File: src/rtl/dpc_pkg.sv
package dpc_pkg;
  typedef enum logic [1:0] {
    STEP_HOLD = 2'd0,
    STEP_INC  = 2'd1,
    STEP_DEC  = 2'd2
  } step_e;
endpackage

File: src/rtl/dpc_sync_edge.sv
// Resynchronizes one step input and flags its rising edge.
module dpc_sync_edge #(
  parameter int STAGES = 2
) (
  input  logic clk,
  input  logic rst,
  input  logic din,
  output logic lvl,
  output logic rise
);
  localparam int LAST = STAGES - 1;

  logic [STAGES-1:0] shr;
  logic              prev;

  // Idle level of a step input is high, so reset to ones: no false edge.
  always_ff @(posedge clk) begin
    if (rst) begin
      shr  <= '1;
      prev <= 1'b1;
    end else begin
      shr  <= {shr[LAST-1:0], din};
      prev <= shr[LAST];
    end
  end

  assign lvl  = shr[LAST];
  assign rise = shr[LAST] & ~prev;

  // an edge flag lasts a single cycle
  rise_single_chk: assert property (@(posedge clk) disable iff (rst)
    rise |=> !rise);
endmodule

File: src/rtl/dpc_step_decode.sv
// Chooses the step for this cycle from both inputs' edges and levels.
module dpc_step_decode
  import dpc_pkg::*;
(
  input  logic  up_rise,
  input  logic  dn_rise,
  input  logic  up_lvl,
  input  logic  dn_lvl,
  output step_e step
);
  always_comb begin
    step = STEP_HOLD;
    if (up_rise && !dn_rise && dn_lvl)
      step = STEP_INC;
    else if (dn_rise && !up_rise && up_lvl)
      step = STEP_DEC;
  end
endmodule

File: src/rtl/dual_pulse_counter.sv
module dual_pulse_counter
  import dpc_pkg::*;
#(
  parameter int WIDTH       = 4,
  parameter int SYNC_STAGES = 2
) (
  input  logic             clk,
  input  logic             rst,
  input  logic             clr,
  input  logic             load_n,
  input  logic [WIDTH-1:0] din,
  input  logic             up_in,
  input  logic             dn_in,
  output logic [WIDTH-1:0] q,
  output logic             carry_n,
  output logic             borrow_n
);
  localparam int             NCH   = 2;
  localparam int             CH_UP = 0;
  localparam int             CH_DN = 1;
  localparam logic [WIDTH-1:0] Q_MAX = {WIDTH{1'b1}};
  localparam logic [WIDTH-1:0] Q_MIN = '0;

  logic [NCH-1:0] raw;
  logic [NCH-1:0] lvl;
  logic [NCH-1:0] rise;
  step_e          step;

  assign raw = {dn_in, up_in};

  for (genvar ch = 0; ch < NCH; ch++) begin : g_ch
    dpc_sync_edge #(.STAGES(SYNC_STAGES)) u_se (
      .clk  (clk),
      .rst  (rst),
      .din  (raw[ch]),
      .lvl  (lvl[ch]),
      .rise (rise[ch])
    );
  end

  dpc_step_decode u_dec (
    .up_rise (rise[CH_UP]),
    .dn_rise (rise[CH_DN]),
    .up_lvl  (lvl[CH_UP]),
    .dn_lvl  (lvl[CH_DN]),
    .step    (step)
  );

  // Clear beats preset, and preset beats stepping.
  always_ff @(posedge clk) begin
    if (rst || clr)
      q <= '0;
    else if (!load_n)
      q <= din;
    else begin
      case (step)
        STEP_INC: q <= q + 1'b1;
        STEP_DEC: q <= q - 1'b1;
        default:  q <= q;
      endcase
    end
  end

  // Cascade pulses span the low phase of the synchronized step input.
  assign carry_n  = ~((q == Q_MAX) & ~lvl[CH_UP]);
  assign borrow_n = ~((q == Q_MIN) & ~lvl[CH_DN]);


  clr_zero_chk: assert property (@(posedge clk) disable iff (rst)
    clr |=> (q == Q_MIN));


  load_follow_chk: assert property (@(posedge clk) disable iff (rst)
    (!clr && !load_n) |=> (q == $past(din)));


  both_hold_chk: assert property (@(posedge clk) disable iff (rst)
    (rise[CH_UP] && rise[CH_DN] && !clr && load_n) |=> $stable(q));


  idle_hold_chk: assert property (@(posedge clk) disable iff (rst)
    (!rise[CH_UP] && !rise[CH_DN] && !clr && load_n) |=> $stable(q));


  carry_wrap_chk: assert property (@(posedge clk) disable iff (rst)
    ($rose(carry_n) && !clr && load_n && lvl[CH_DN]) |=> (q == Q_MIN));


  borrow_wrap_chk: assert property (@(posedge clk) disable iff (rst)
    ($rose(borrow_n) && !clr && load_n && lvl[CH_UP]) |=> (q == Q_MAX));
endmodule

File: config.mk
export PLATFORM = sky130hd
export DESIGN_NAME = dual_pulse_counter
export DESIGN_NICKNAME = d
export VERILOG_FILES = /design/src/rtl/dpc_pkg.sv /design/src/rtl/dpc_sync_edge.sv /design/src/rtl/dpc_step_decode.sv /design/src/rtl/dual_pulse_counter.sv
export SDC_FILE = /design/constraint.sdc
export NUM_CORES = 1
export LEC_CHECK = 0
export BUFFER_PORTS_ARGS = -buffer_cell sky130_fd_sc_hd__buf_2
export CAP_MARGIN = 20
export CORE_AREA = 3 3 40 42
export CTS_CLUSTER_DIAMETER = 80
export DETAILED_ROUTE_END_ITERATION = 6
export DIE_AREA = 0 0 43 45
export MAX_ROUTING_LAYER = met4
export PLACE_DENSITY = 0.62
export SYNTH_ARGS = -nofsm -noshare
export SYNTH_HDL_FRONTEND = slang
export SYNTH_HIERARCHICAL = 1
export SYNTH_SLANG_ARGS = --single-unit
File: constraint.sdc
create_clock -name clk -period 5.7 [get_ports clk]
set_clock_uncertainty 0.05 [all_clocks]
set_input_delay 0.57 -clock clk [delete_from_list [all_inputs] [get_ports clk]]
set_output_delay 0.57 -clock clk [all_outputs]
set_load 0.005 [all_outputs]
# [Yosys cells after proc, flatten, opt, wreduce, memory -nomap -nowiden]
# Cells that the tools add are included.
[word_totals] register_bits=10 latch_bits=0 ramBits=0 rom_bits=0 inputBits=10 output_inout_bits=6 memories=0
[op_classes] n_addsub=2 mul=0 div=0 n_lt_le_gt_ge=0 eq_ne=4 shift=0 mux=4 bitwise=10 reduce_logical=8
[op_table] op="one-hot mux 4 bit (2 select lines)" count=1
[op_table] op="inverter 1 bit" count=6
[op_table] op="adder 4 x 1 -> 4 bit, second input constant" count=1
[op_table] op="AND 1 bit" count=4
[op_table] op="equality test 4 bit, second input constant" count=1
[op_table] op="logical AND 1 bit" count=4
[op_table] op="zero test 4 bit" count=1
[op_table] op="2-to-1 mux 2 bit" count=2
[op_table] op="2-to-1 mux 4 bit" count=1
[op_table] op="subtractor 4 x 1 -> 4 bit, second input constant" count=1
[op_table] op="inequality test 3 x 1 -> 1 bit, second input constant" count=1
[op_table] op="equality test 2 x 1 -> 1 bit, second input constant" count=1
[op_table] op="equality test 2 bit, second input constant" count=1
[op_table] op="zero test 1 bit" count=2
[op_table] op="logical OR 1 bit" count=1

# [Depth between registers and ports, before layout]
[depth] ltp_word=10 depth_mapped=8 ltp_nobuf=8

# [Hierarchy]
# The synthesis kept the hierarchy.
[by_module_without_submodules] mod="dual_pulse_counter" n_inst=1 cells_per_inst=34 area_each_um2=324.1 seq_area_each_um2=80.1
[by_module_without_submodules] mod="dpc_sync_edge" n_inst=2 cells_per_inst=7 area_each_um2=85.1 seq_area_each_um2=60.1
[by_module_without_submodules] mod="dpc_step_decode" n_inst=1 cells_per_inst=2 area_each_um2=17.5 seq_area_each_um2=0.0

# [Least setup slack after synthesis]
# OpenSTA, ideal clock, no wires.
[synth_timing] path_type="register -> register" startpoint="register g_ch[0].u_se.shr[1]" endpoint="register q[2]" arrival_time_ps=1882 required_time_ps=5563 setup_slack_ps=3681 path_stages_with_launch=9 n_path_buf=0 period_less_slack_ps=2019 path_cell_list="dfxtp_1 nor2b_1 and3b_1 or2b_1 xnor2_1 ha_1 nor4b_1 nor3_1 o31ai_1"
[synth_between] elab_chain_cells=9 word_cells_on_any_way=13 classes_between="3 x eq/ne; 4 x mux; 1 x bitwise; 5 x reduce/logical"
[synth_rtl] item="start, declared" line_no="dpc_sync_edge.sv:13" source="logic [STAGES-1:0] shr;"
[synth_rtl] item="start signal, assigned" line_no="dpc_sync_edge.sv:22" source="shr <= {shr[LAST-1:0], din};"
[synth_rtl] item="AND 1 bit *" line_no="dpc_sync_edge.sv:28" source="assign rise = shr[LAST] & ~prev;"
[synth_rtl] item="net rise[0]" line_no="dual_pulse_counter.sv:26" source="logic [NCH-1:0] rise;"
[synth_rtl] item="zero test 1 bit" line_no="dpc_step_decode.sv:15" source="else if (dn_rise && !up_rise && up_lvl)"
[synth_rtl] item="logical AND 1 bit (2 in series)" line_no="dpc_step_decode.sv:15"
[synth_rtl] item="2-to-1 mux 2 bit" line_no="dpc_step_decode.sv:15"
[synth_rtl] item="2-to-1 mux 2 bit *" line_no="dpc_step_decode.sv:13" source="if (up_rise && !dn_rise && dn_lvl)"
[synth_rtl] item="net step[1]" line_no="dual_pulse_counter.sv:27" source="step_e step;"
[synth_rtl] item="equality test 2 bit / equality test 2 x 1 -> 1 bit (equally long branches)" line_no="dual_pulse_counter.sv:56" source="case (step)"
[synth_rtl] item="one-hot mux 4 bit (2 select lines)" line_no="dual_pulse_counter.sv:56"
[synth_rtl] item="2-to-1 mux 4 bit" line_no="dual_pulse_counter.sv:53" source="else if (!load_n)"
[synth_rtl] item="end signal, assigned" line_no="dual_pulse_counter.sv:54" source="q <= din;"
[synth_rtl] item="end signal, assigned" line_no="dual_pulse_counter.sv:57" source="STEP_INC: q <= q + 1'b1;"
[synth_rtl] item="end signal, assigned" line_no="dual_pulse_counter.sv:58" source="STEP_DEC: q <= q - 1'b1;"
[synth_rtl] item="end, declared" line_no="dual_pulse_counter.sv:14" source="output logic [WIDTH-1:0] q,"
# The timed path passes the listed nets; every way through them passes the cells marked *.
# A chain may end at the register's enable or synchronous reset.

# [Final worst setup path]
[layout_timing] startpoint="register g_ch[1].u_se.shr[1]" endpoint="register q[2]"
[layout_between] elab_chain_cells=8 word_cells_on_any_way=13 classes_between="3 x eq/ne; 4 x mux; 1 x bitwise; 5 x reduce/logical"
[layout_rtl] item="start, declared" line_no="dpc_sync_edge.sv:13"
[layout_rtl] item="start signal, assigned" line_no="dpc_sync_edge.sv:22"
[layout_rtl] item="AND 1 bit *" line_no="dpc_sync_edge.sv:28"
[layout_rtl] item="net rise[1]" line_no="dual_pulse_counter.sv:26"
[layout_rtl] item="logical AND 1 bit / zero test 1 bit (equally long branches)" line_no="dpc_step_decode.sv:15, dpc_step_decode.sv:13"
[layout_rtl] item="logical AND 1 bit, on equally long branches" line_no="dpc_step_decode.sv:15, dpc_step_decode.sv:13"
[layout_rtl] item="2-to-1 mux 2 bit / logical AND 1 bit (equally long branches)" line_no="dpc_step_decode.sv:15, dpc_step_decode.sv:13"
[layout_rtl] item="2-to-1 mux 2 bit *" line_no="dpc_step_decode.sv:13"
[layout_rtl] item="net step[1]" line_no="dual_pulse_counter.sv:27"
[layout_rtl] item="equality test 2 bit / equality test 2 x 1 -> 1 bit (equally long branches)" line_no="dual_pulse_counter.sv:56"
[layout_rtl] item="one-hot mux 4 bit (2 select lines)" line_no="dual_pulse_counter.sv:56"
[layout_rtl] item="2-to-1 mux 4 bit" line_no="dual_pulse_counter.sv:53"
# Marked as above.

==> results.md <==
- Static leakage: 0.271 nW
- Core region area: 1280 sq um
- Slew @ Worst Pin: 367 ps
- Final critical-path share of the clock period: 39.8%
- Drt total wl: 944 um
- Die Wd: 43 um
- CP Capture Type: register
- CP arrival: 2400 ps
- Crit-path leading delay family: simple AND/OR/NAND/NOR gates
- Syn_area_per_cell: 10.2 sq um
- Cell internal pwr: 0.121 mW
- Post-cts sizing count: 0
- Root Buffer: clkbuf_4
- Sw Share: 23.0%
- Synthesized flop and latch total: 10
- Total Power: 0.157 mW
- Slew Limit Fails: 0
- DR top layer: met4
- Vias per Instance: 4.89
- Leading cell type in the layout, fill and taps excluded: buf_2
- Final hold violations: 0
- Max Cap Violations: 0
- Post-DRT Antenna Nets: 0
- Syn nets: 61
- Avg WL per Cell: 11.4 um
- Antenna Cells: 0
- Clk pwr share: 41.8%
- FF-to-FF setup slack: 3430 ps
- Crit path kind: register to register
- Clock sinks: 10
- Sw Pwr: 0.0360 mW
- Yosys cell types: 27
- Seq pwr share: 47.6%
- Number of CTS-inserted buffers: 3
- Via count: 406
- Clk buf depth: 2
- Final #Nets: 80
- RSZ-0062 raised after global routing: no
- Largest net degree at the start of global routing: 11
- Seq/Total Area, Yosys: 39.1%
- Vias in the first global route: 356
- HP Class: register to register
- PortBufs: 15
- CTS tree: yes
- Hold-fix buffers, CTS: 0
- Cell Pwr Density: 246 nW/um^2
- CP max stage cell: dfxtp_1
- Drt initial violations: 1
- Area delta synth->final: 24.7%
- CP cell instances: nor2b_1 > and3b_1 > or2b_1 > xnor2_1 > ha_1 > nor4b_1 > nor3_1 > o31ai_1
- Max VDD drop: 0.000134 V
- Cells after Synth: 50
- Total gr overflow: 0
- Outcome: finished clean
- Total global-route track usage: 12.5%
- Startpoint class of the critical path: register
- First-pass GRT wire length: 1600 um
- Peak Freq: 441 MHz
- Detailed route wirelength on metal2: 379 um
- Most frequent cells in the layout: buf_2, dfxtp_1, or2_1
- Netlist Area Pre-Place: 512 sq um
- WP buf/inv: 0
- DP HPWL: 729 um
- H-tree lvl count: 1
- Crit-path max cell delay: 350 ps
- Setup-failing EPs final: 0
- Crit. path cell count: 8
- Worst r2r path cells: 8
- DR WL met3: 65 um
- Die ar.: 1940 sq um
- # rows: 13
- DR pass1 iterations: 3
- CP Data Required Time: 5830 ps
- CTS clk-pin slew, worst paths: 70 ps
- IO Pins: 16
- Relative slew slack: 75.2%
- Antenna violations before repair: 0
- DRC viols: 0
- Gate power share: 10.6%
- Worst-path fanout max: 6
- Met1 wire length: 471 um
- Hold path depth: 1
- Setup Buffers After CTS: 0
- Final GP Congestion: 0.673
- Fin crit period: 2270 ps
- Initial core utilization: 39.8%
- Chip height: 45 um
- Layout cells sized above 1: 30.9%
- Yosys warning total: 6
- Setup TNS: 0 ps
- Worst skew pair latency: 270 ps
[state kept, by name (all words and copies together), names as in the netlist]
signal          count
g_ch.u_se/prev      2
g_ch.u_se/shr       4
q                   4
[layer usage]
layer / track usage (%) / vias up
met3: 4.38 / 4
met4: 14.5 / 0
met1: 14.9 / 170
met2: 14.7 / 14
met5: - / -
li1: - / 218
[worst register-to-register path, stage by stage (launching register included)]
cell,delay [ps]
dfxtp_1,350
nor2b_1,160
and3b_1,310
or2b_1,300
xnor2_1,140
ha_1,190
nor4b_1,340
nor3_1,90
o31ai_1,260
[cell usage after synthesis, drive strengths merged]
cell / n / share of area, %
o22a: 1 / 1.7
or2b: 1 / 1.5
o221ai: 1 / 1.7
or3: 2 / 2.4
nor3: 2 / 2.0
o211ai: 1 / 1.5
mux2i: 2 / 3.9
nand2b: 1 / 1.2
nand3b: 3 / 4.4
xor2: 1 / 1.7
xor3: 1 / 4.6
o31ai: 1 / 1.5
ha: 1 / 2.4
nor2: 2 / 1.5
dfxtp: 10 / 39
nand3: 1 / 0.98
or2: 6 / 7.3
clkbuf: 1 / 0.73
nand2: 1 / 0.73
xnor2: 1 / 1.7
o21a: 1 / 1.5
or3b: 1 / 1.7
nor4b: 1 / 1.7
and3b: 3 / 5.1
nor4bb: 1 / 2.0
a2111oi: 1 / 2.9
nor2b: 2 / 2.4
[worst paths after layout]
path,start,to
max,g_ch[1].u_se/shr[1],q[2]
min,g_ch[1].u_se/shr[0],g_ch[1].u_se/shr[1]
max reg2reg,g_ch[1].u_se/shr[1],q[2]
min reg2reg,g_ch[1].u_se/shr[0],g_ch[1].u_se/shr[1]
[area by class of cell]
class / count / area, sq um
clock buffer: 4 / 36.3
fill: 133 / 647
tap: 15 / 18.8
timing repair buffer: 15 / 75.1
sequential: 10 / 200
multi-input combinational: 39 / 308
[per-stage QoR]
step	hold WS, ps	setup slack, ps	area (sq um)	cells	utilization [%]
6_report	356	3430	638	83	49.7
5_1_grt	366	3160	638	83	49.7
4_1_cts	356	3400	638	83	49.7
3_5_place_dp	341	3420	602	79	46.8
3_3_place_gp	344	3510	602	79	46.8
2_1_floorplan	335	3680	512	50	-
[cells by family after synthesis]
family | count (synthesis) | synth area share [%]
fa+ha+maj | 1 | 2.44
xor+xnor | 3 | 8.07
compound gates | 6 | 10.8
buf+inv | 1 | 0.733
mux | 2 | 3.91
flops | 10 | 39.1
simple gates | 27 | 35.0
[power groups by stage]
stage	Sequential, mW	Combinational (mW)	Clock (mW)
detailed placement	0.0764	0.0167	0
CTS	0.0747	0.0168	0.0677
floorplan	0.0760	0.0101	0
global route	0.0752	0.0187	0.0708
finish	0.0747	0.0166	0.0655
global placement	0.0764	0.0166	0
Note: power is estimated with default switching activity, not from simulation.
